**src/rtl/lock_det_pkg.sv**
```systemverilog
package lock_det_pkg;

    typedef enum logic [1:0] {
        RC_NONE  = 2'b00,
        RC_DIV_A = 2'b01,
        RC_DIV_B = 2'b10,
        RC_DIV_C = 2'b11
    } ratio_code_e;

    // shortest reference period (timebase cycles) whose scaled frequency stays below the band top
    function automatic int per_min(input int div, input int fclk, input int band_hi);
        return (div * fclk + band_hi - 1) / band_hi;
    endfunction

    // longest reference period whose scaled frequency stays above the band bottom
    function automatic int per_max(input int div, input int fclk, input int band_lo);
        return (div * fclk) / band_lo;
    endfunction

endpackage

```
**src/rtl/ref_ratio_detect.sv**
```systemverilog
module ref_ratio_detect
    import lock_det_pkg::*;
#(
    parameter int DIV_A   = 16,
    parameter int DIV_B   = 32,
    parameter int DIV_C   = 128,
    parameter int FCLK    = 2600,
    parameter int BAND_LO = 2500,
    parameter int BAND_HI = 2700
) (
    input  logic        clk,
    input  logic        rst,
    input  logic        ref_en,
    input  logic        no_ref,
    output ratio_code_e code,
    output logic        code_chg
);
    localparam int DIVS [3] = '{DIV_A, DIV_B, DIV_C};
    localparam int PMAX_ALL = per_max(DIV_C, FCLK, BAND_LO);
    localparam int PW = $clog2(PMAX_ALL + 2);
    localparam logic [PW-1:0] PSAT = '1;

    typedef struct packed {
        logic [PW-1:0] per;
        logic          seen;
        ratio_code_e   code;
    } st_t;

    st_t st_d, st_q;
    logic [PW:0] period;
    logic [2:0]  hit;

    assign period = {1'b0, st_q.per} + 1'b1;

    for (genvar i = 0; i < 3; i++) begin : g_band
        localparam int LO = per_min(DIVS[i], FCLK, BAND_HI);
        localparam int HI = per_max(DIVS[i], FCLK, BAND_LO);
        assign hit[i] = (int'(period) >= LO) && (int'(period) <= HI);
    end

    always_comb begin
        st_d = st_q;
        if (no_ref) begin
            st_d.per  = '0;
            st_d.seen = 1'b0;
            st_d.code = RC_NONE;
        end else if (ref_en) begin
            st_d.per  = '0;
            st_d.seen = 1'b1;
            if (st_q.seen) begin
                if (hit[2])      st_d.code = RC_DIV_C;
                else if (hit[1]) st_d.code = RC_DIV_B;
                else if (hit[0]) st_d.code = RC_DIV_A;
                else             st_d.code = RC_NONE;
            end
        end else begin
            if (st_q.per != PSAT) st_d.per = st_q.per + 1'b1;
            if (int'(st_q.per) >= PMAX_ALL) st_d.code = RC_NONE;
        end
    end

    always_ff @(posedge clk) begin
        if (rst) begin
            st_q <= '{per: '0, seen: 1'b0, code: RC_NONE};
        end else begin
            st_q <= st_d;
        end
    end

    assign code     = st_q.code;
    assign code_chg = (st_d.code != st_q.code);

endmodule

```
**src/rtl/freq_window_cmp.sv**
```systemverilog
module freq_window_cmp
    import lock_det_pkg::*;
#(
    parameter int DIV_A    = 16,
    parameter int DIV_B    = 32,
    parameter int DIV_C    = 128,
    parameter int WIN_LOG2 = 13,
    parameter int TOL_PPM  = 650
) (
    input  logic        clk,
    input  logic        rst,
    input  logic        ref_en,
    input  logic        rec_en,
    input  logic        no_ref,
    input  ratio_code_e code,
    input  logic        code_chg,
    output logic        locked
);
    localparam int NOM = 1 << WIN_LOG2;
    localparam int TOL = (NOM * TOL_PPM) / 1000000;
    localparam int CW  = WIN_LOG2 + 2;
    localparam int RW  = $clog2(NOM / DIV_A + 1);
    localparam logic [CW-1:0] CSAT = '1;

    typedef struct packed {
        logic          active;
        logic [RW-1:0] refs;
        logic [CW-1:0] rcnt;
        logic          good;
        logic          lock;
    } st_t;

    st_t st_d, st_q;
    logic [RW-1:0] wlen;
    logic [CW-1:0] rec_inc;
    logic          in_tol;

    always_comb begin
        case (code)
            RC_DIV_A: wlen = RW'(NOM / DIV_A);
            RC_DIV_B: wlen = RW'(NOM / DIV_B);
            RC_DIV_C: wlen = RW'(NOM / DIV_C);
            default:  wlen = '1;
        endcase
    end

    assign rec_inc = (st_q.rcnt == CSAT) ? st_q.rcnt : st_q.rcnt + CW'(rec_en);
    assign in_tol  = (int'(st_q.rcnt) >= NOM - TOL) && (int'(st_q.rcnt) <= NOM + TOL);

    always_comb begin
        st_d = st_q;
        if (no_ref || code_chg || code == RC_NONE) begin
            st_d = '0;
        end else if (ref_en) begin
            if (st_q.active && st_q.refs == wlen - 1'b1) begin
                st_d.good = in_tol;
                st_d.lock = in_tol && st_q.good;
                st_d.refs = '0;
                st_d.rcnt = CW'(rec_en);
            end else if (st_q.active) begin
                st_d.refs = st_q.refs + 1'b1;
                st_d.rcnt = rec_inc;
            end else begin
                st_d.active = 1'b1;
                st_d.refs   = '0;
                st_d.rcnt   = CW'(rec_en);
            end
        end else if (st_q.active) begin
            st_d.rcnt = rec_inc;
        end
    end

    always_ff @(posedge clk) begin
        if (rst) begin
            st_q <= '0;
        end else begin
            st_q <= st_d;
        end
    end

    assign locked = st_q.lock;

endmodule

```
**src/rtl/reacq_timer.sv**
```systemverilog
module reacq_timer #(
    parameter int REACQ_CYC = 4096
) (
    input  logic clk,
    input  logic rst,
    input  logic active,
    output logic strobe
);
    localparam int TW = $clog2(REACQ_CYC);

    typedef struct packed {
        logic [TW-1:0] cnt;
        logic          stb;
    } st_t;

    st_t st_d, st_q;

    always_comb begin
        st_d = st_q;
        st_d.stb = 1'b0;
        if (!active) begin
            st_d.cnt = '0;
        end else if (st_q.cnt == TW'(REACQ_CYC - 1)) begin
            st_d.cnt = '0;
            st_d.stb = 1'b1;
        end else begin
            st_d.cnt = st_q.cnt + 1'b1;
        end
    end

    always_ff @(posedge clk) begin
        if (rst) begin
            st_q <= '0;
        end else begin
            st_q <= st_d;
        end
    end

    assign strobe = st_q.stb;

endmodule

```
**src/rtl/lock_det.sv**
```systemverilog
module lock_det
    import lock_det_pkg::*;
#(
    parameter int DIV_A     = 16,
    parameter int DIV_B     = 32,
    parameter int DIV_C     = 128,
    parameter int FCLK      = 2600,
    parameter int BAND_LO   = 2500,
    parameter int BAND_HI   = 2700,
    parameter int WIN_LOG2  = 13,
    parameter int TOL_PPM   = 650,
    parameter int REACQ_CYC = 4096
) (
    input  logic       clk,
    input  logic       rst,
    input  logic       rec_en,
    input  logic       ref_en,
    input  logic       no_ref,
    output logic       lol_n,
    output logic [1:0] ratio_code,
    output logic       reacq
);
    ratio_code_e code;
    logic        code_chg;
    logic        locked;

    ref_ratio_detect #(
        .DIV_A(DIV_A), .DIV_B(DIV_B), .DIV_C(DIV_C),
        .FCLK(FCLK), .BAND_LO(BAND_LO), .BAND_HI(BAND_HI)
    ) u_detect (
        .clk(clk), .rst(rst), .ref_en(ref_en), .no_ref(no_ref),
        .code(code), .code_chg(code_chg)
    );

    freq_window_cmp #(
        .DIV_A(DIV_A), .DIV_B(DIV_B), .DIV_C(DIV_C),
        .WIN_LOG2(WIN_LOG2), .TOL_PPM(TOL_PPM)
    ) u_window (
        .clk(clk), .rst(rst), .ref_en(ref_en), .rec_en(rec_en), .no_ref(no_ref),
        .code(code), .code_chg(code_chg), .locked(locked)
    );

    reacq_timer #(
        .REACQ_CYC(REACQ_CYC)
    ) u_reacq (
        .clk(clk), .rst(rst), .active(!no_ref && !locked), .strobe(reacq)
    );

    assign lol_n      = locked || no_ref;
    assign ratio_code = code;

endmodule

```
**config.mk**
```make
export PLATFORM = sky130hd
export DESIGN_NAME = lock_det
export DESIGN_NICKNAME = d
export VERILOG_FILES = /design/src/rtl/lock_det_pkg.sv /design/src/rtl/ref_ratio_detect.sv /design/src/rtl/freq_window_cmp.sv /design/src/rtl/reacq_timer.sv /design/src/rtl/lock_det.sv
export SDC_FILE = /design/constraint.sdc
export NUM_CORES = 1
export LEC_CHECK = 0
export ABC_CLOCK_PERIOD_IN_PS = 5200
export BUFFER_PORTS_ARGS = -buffer_cell sky130_fd_sc_hd__buf_2
export CAP_MARGIN = 20
export CORE_MARGIN = 4
export CORE_UTILIZATION = 43
export CTS_CLUSTER_DIAMETER = 200
export DETAILED_ROUTE_END_ITERATION = 7
export MAX_ROUTING_LAYER = met4
export PLACE_DENSITY = 0.61
export SYNTH_ARGS = -nofsm -noshare
export SYNTH_HDL_FRONTEND = slang
export SYNTH_SLANG_ARGS = --single-unit
```
**constraint.sdc**
```tcl
create_clock -name clk -period 5.2 [get_ports clk]
set_input_delay 0.52 -clock clk [delete_from_list [all_inputs] [get_ports clk]]
set_output_delay 0.52 -clock clk [all_outputs]
set_load 0.1 [all_outputs]
```
; ---- Word level (Yosys, flattened, before mapping)
; Index checks and enable logic that the tools add are counted.
[totals]
inputBits = 5
regBits = 52
out_inout_bits = 4
[classes]
addsub = 6
eq_ne = 8
n_lt_le_gt_ge = 9
n_reduce_logical = 21
n_mux = 14
bitwise = 2
[ops]
columns = cell, n
row1 = $mux W25, 2
row2 = $mux W15, 3
row3 = $pmux W10 S3, 1
row4 = $ge A9 B5 Y1 const B, 2
row5 = $add A15 B1 Y15, 1
row6 = $eq A15 B15 Y1 const B, 1
row7 = $ge A15 B13 Y1 const B, 1
row8 = $le A15 B14 Y1 const B, 1
row9 = $add A12 B1 Y12 const B, 1
row10 = $eq A12 B12 Y1 const B, 1
row11 = $mux W2, 6
row12 = $add A10 B1 Y10 const B, 1
row13 = $eq A10 B10 Y1, 1
row14 = $sub A10 B1 Y10 const B, 1
row15 = $add A8 B1 Y9 const B, 1
row16 = $ge A9 B7 Y1 const B, 1
row17 = $le A9 B5 Y1 const B, 1
row18 = $le A9 B6 Y1 const B, 1
row19 = $le A9 B8 Y1 const B, 1
row20 = $add A8 B1 Y8 const B, 1
row21 = $ge A8 B8 Y1 const B, 1
row22 = $ne A8 B8 Y1 const B, 1
row23 = $logic_and A1 B1 Y1, 7
row24 = $reduce_or A2 Y1, 3
row25 = other kinds (11), 19

; ---- Logic depth before layout (Yosys ltp)
[logic_depth]
ltp_word = 13
depth_mapped = 10
mapped_depth_nobuf = 9

; ---- By module
; A second synthesis with hierarchy kept.
[hier_totals]
cells_unflattened = 381
hier_area_um2 = 3066.7
[by_module_without_submodules]
columns = mod, instances, cells_each, seq_area_each_um2, area_each_um2
row1 = freq_window_cmp, 1, 192, 560.5, 1532.7
row2 = ref_ratio_detect, 1, 122, 220.2, 919.6
row3 = reacq_timer, 1, 65, 260.2, 604.3
row4 = lock_det, 1, 2, 0.0, 10.0

; ---- Least setup slack after synthesis
; No wires, ideal clock.
[synth_timing]
path_type = register to register
startpoint = register u_detect.st_q[3] (netlist bit)
endpoint = register u_window.st_q[10] (netlist bit)
path_stages_with_launch = 11
path_slack_ns = 2.603
period_less_slack_ns = 2.597
n_path_buf = 2
t_arrival_ns = 2.475
setup_time_ns = 0.122
path_cell_list = dfxtp_1 ha_1 buf_2 nand4_1 nor2_1 a21oi_1 or4_4 o211a_2 o211ai_4 buf_6 o22ai_1
[synth_via]
elab_chain_len = 13
elab_cells_between_ends = 22
classes_between = add/sub (1) / order compare (7) / eq/ne (1) / mux (7) / reduce/logical (6)
[synth_lines]
columns = item, line_no
row1 = "start, declared", ref_ratio_detect.sv:29  ; st_t st_d, st_q;
row2 = "start signal, assigned", ref_ratio_detect.sv:64  ; st_q <= '{per: '0, seen: 1'b0, code: RC_NONE};
row3 = "start signal, assigned", ref_ratio_detect.sv:66  ; st_q <= st_d;
row4 = $add A8 B1 Y9, ref_ratio_detect.sv:33  ; assign period = {1'b0, st_q.per} + 1'b1;
row5 = $ge A9 B5 Y1 / $le A9 B5 Y1 (equally long branches), ref_ratio_detect.sv:38  ; assign hit[i] = (int'(period) >= LO) && (int'(period) <= HI);
row6 = $logic_and A1 B1 Y1, ref_ratio_detect.sv:38
row7 = $mux W1, ref_ratio_detect.sv:53  ; else if (hit[0]) st_d.code = RC_DIV_A;
row8 = $mux W2, ref_ratio_detect.sv:52  ; else if (hit[1]) st_d.code = RC_DIV_B;
row9 = $mux W2, ref_ratio_detect.sv:51  ; if (hit[2]) st_d.code = RC_DIV_C;
row10 = $mux W2, ref_ratio_detect.sv:50  ; if (st_q.seen) begin
row11 = $mux W2 *, ref_ratio_detect.sv:47  ; end else if (ref_en) begin
row12 = $mux W2 *, ref_ratio_detect.sv:43  ; if (no_ref) begin
row13 = $ne A2 B2 Y1 *, ref_ratio_detect.sv:71  ; assign code_chg = (st_d.code != st_q.code);
row14 = $logic_or A1 B1 Y1 * (2 in a row), freq_window_cmp.sv:52  ; if (no_ref || code_chg || code == RC_NONE) begin
row15 = $reduce_or A2 Y1 (no source line) *, n/a
row16 = "end signal, assigned", freq_window_cmp.sv:77  ; st_q <= st_d;
row17 = "end, declared", freq_window_cmp.sv:33  ; st_t st_d, st_q;
; Every way passes the cells marked *; elsewhere a longest branch is shown, timed or not.
; A chain may end at the register's enable or synchronous reset.

; ---- Worst setup path in the final report
[layout_timing]
startpoint = register u_detect.st_q[3] (netlist bit)
endpoint = register u_window.st_q[5] (netlist bit)
; Same word-level chain as after synthesis.

==> results.json <==
{
  "muxShareOfSynthArea_pct": 0.327,
  "ir_drop_uv": 105,
  "grt_setup_unrepaired": "false",
  "syn_to_final_growth_pct": 4.44,
  "ys.flop_type": "dfxtp_1",
  "required_ns": 5.34,
  "yosys-top-cells-area": "dfxtp_1, nand2_1, o22ai_1",
  "hold_violations": 0,
  "cellPowerDensity_mw_per_mm2": 189,
  "synth_top_area_share_pct": 30.3,
  "start_kind": "register",
  "synth_top_family_by_area": "simple AND/OR/NAND/NOR gates",
  "cts.htree.levels": 2,
  "postRouteAntennaNets": 0,
  "grt_usage_pct": 18.1,
  "ys_ff_latch": 52,
  "max_cap_violations": 0,
  "synth_edf_count": 0,
  "gp_congestion": 0.907,
  "whs_path_depth": 2,
  "fp.dieH_um": 97.4,
  "yosysTopAreaCell": "dfxtp_1",
  "cp_max_fo": 28,
  "crit_type": "reg -> reg",
  "dp_hpwl_mm": 5.68,
  "die_area_sq_mm": 0.00949,
  "synth-xor-area-share_pct": 6.88,
  "p_leak_uw": 0.00107,
  "placeableCoreArea_sq_mm": 0.00777,
  "nets": 469,
  "endpoint_kind": "register",
  "yosysWarnings": 0,
  "yosysMostFrequentCell": "nand2_1",
  "syn_inst": 463,
  "dr.pass1.iters": 5,
  "hold_class": "in -> reg",
  "vias": 3298,
  "syn_avg_cell_area_sq_um": 7.43,
  "ctsResizeCount": 0,
  "final.setup.tns_ns": 0,
  "cts.path.max_buffers": 2,
  "ios": 9,
  "root_buffer": "clkbuf_8",
  "rows": 32,
  "wl_mm": 8.23,
  "vias_per_cell": 5.91,
  "grt_pass1_vias": 3110,
  "ys_types": 58,
  "r2r_cells": 8,
  "synthSimpleGateAreaFrac_pct": 31.3,
  "slew_headroom_pct": 24.8,
  "setup_ws_ns": 1.95,
  "grt_max_degree": 35,
  "die_x_um": 97.4,
  "postCtsSetupBuffers": 0,
  "postCtsHoldBufs": 0,
  "grt_overflow": 0,
  "synth-seq-area-share_pct": 30.3,
  "wl_per_cell_um": 14.7,
  "clock_sinks": 52,
  "drive_gt1_share_pct": 6.36,
  "port-buffer-count": 8,
  "max_freq_ghz": 0.308,
  "skew_ns": 0.00923,
  "final-setup-viol-count": 0,
  "drc": 0,
  "synth_compound_area_share_pct": 21.2,
  "grt_pass1_wl_mm": 14.4,
  "antenna_found_initial": 0,
  "synth_nets": 477,
  "netlist_area_sq_mm": 0.00344,
  "cts_made_buffers": 5,
  "dp_cells": 549,
  "antenna_cells": 0,
  "drtIter0Drc": 205,
  "fin_crit_sh_pct": 62.5,
  "synthArstFlopShare_pct": 0,
  "cts.clk_slew.worst_paths_ns": 0.10,
  "synthTopCellsByCount": "nand2_1, dfxtp_1, nor2_1, o22ai_1, a21oi_1",
  "synthAdderAreaFrac_pct": 3.27,
  "cts_tree": "built",
  "period_needed_ns": 3.25,
  "crit_arrival_ns": 3.40,
  "worstSkewPairLatency_ns": 0.31,
  "start_util_pct": 44.3,
  "slew_violations": 0,
  "place_ws_ns": 2.01,
  "tightest_slew_ns": 1.12,
  "fin_cells": 558,
  "status": "finished, final reports clean"
}
==> layout by cell type, fill, tap and decap left out, drive strengths merged, types with 4 or more instances in the layout <==
master / n
nand2: 57
and3: 12
nor2: 35
ha: 9
buf: 10
o211ai: 6
xor2: 12
nor3: 23
o21ai: 13
a21oi: 27
dfxtp: 52
nor4: 6
nand4: 17
nand3: 26
o22ai: 28
or4: 6
and4: 4
and2: 4
a31oi: 4
nand2b: 9
xnor2: 15
clkbuf: 5
inv: 26
==> worst paths after layout <==
check                   start                to  slack [ns]
max          u_detect.st_q[3]  u_window.st_q[5]        1.95
min                       rst  u_detect.code[1]        0.40
max reg2reg  u_detect.st_q[3]  u_window.st_q[5]        1.95
min reg2reg   u_reacq.st_q[1]   u_reacq.st_q[1]        0.47
==> area by class of cell <==
| class | count | area, sq um |
|---|---|---|
| fill | 824 | 4180 |
| multi-input combinational | 358 | 2170 |
| sequential | 52 | 1040 |
| tap | 102 | 128 |
| inverter | 28 | 105 |
| clock buffer | 5 | 68.8 |
| timing repair buffer | 10 | 58.8 |
| clock inverter | 3 | 23.8 |
==> critical path, stage by stage, from the launching register on <==
cell,delay (ns)
dfxtp_1,0.49
ha_1,0.41
nand4_1,0.21
nor2_1,0.24
a21oi_1,0.12
or4_4,0.54
o211a_2,0.19
o211ai_4,0.67
o22ai_1,0.20
==> per-stage QoR <==
| stage | power [uW] | instance area (sq um) | hold slack (ns) | utilization, % |
|---|---|---|---|---|
| after floorplan | 441 | 3440 | 0.426 | - |
| after global placement | 450 | 3490 | 0.438 | 44.9 |
| after detailed placement | 451 | 3490 | 0.449 | 44.9 |
| after CTS | 686 | 3580 | 0.389 | 46.1 |
| after global routing | 711 | 3590 | 0.392 | 46.2 |
| final | 679 | 3590 | 0.401 | 46.2 |
==> where the power goes <==
group / total, uW / switching, uW / internal (uW) / leakage, uW
logic: 39.3 / 29.7 / 9.69 / 0.000610
clock network: 237 / 141 / 95.7 / 0.0000404
registers: 403 / 2.81 / 400 / 0.000419
==> per-layer routing <==
metal,global-route usage (%),wire length [um]
met1,25.0,3980
met2,28.1,3680
met3,3.09,482
met4,3.83,83
met5,-,0
==> sequential cells by signal (all words and copies together) (netlist names) <==
signal / cells
u_window.locked: 1
u_window.st_q: 27
u_detect.st_q: 9
u_reacq.strobe: 1
u_reacq.st_q: 12
u_detect.code: 2
==> cell families (layout without fill, tap and decap cells) <==
family	count (synthesis)	after routing
multiplexers	1	1
buffers and inverters	53	46
flip-flops	52	52
adder cells (fa/ha/maj)	9	9
AND/OR/NAND/NOR	212	212
XOR/XNOR	27	27
AO/OA/AOI/OAI	109	109
Note: power is estimated with default switching activity, not from simulation.
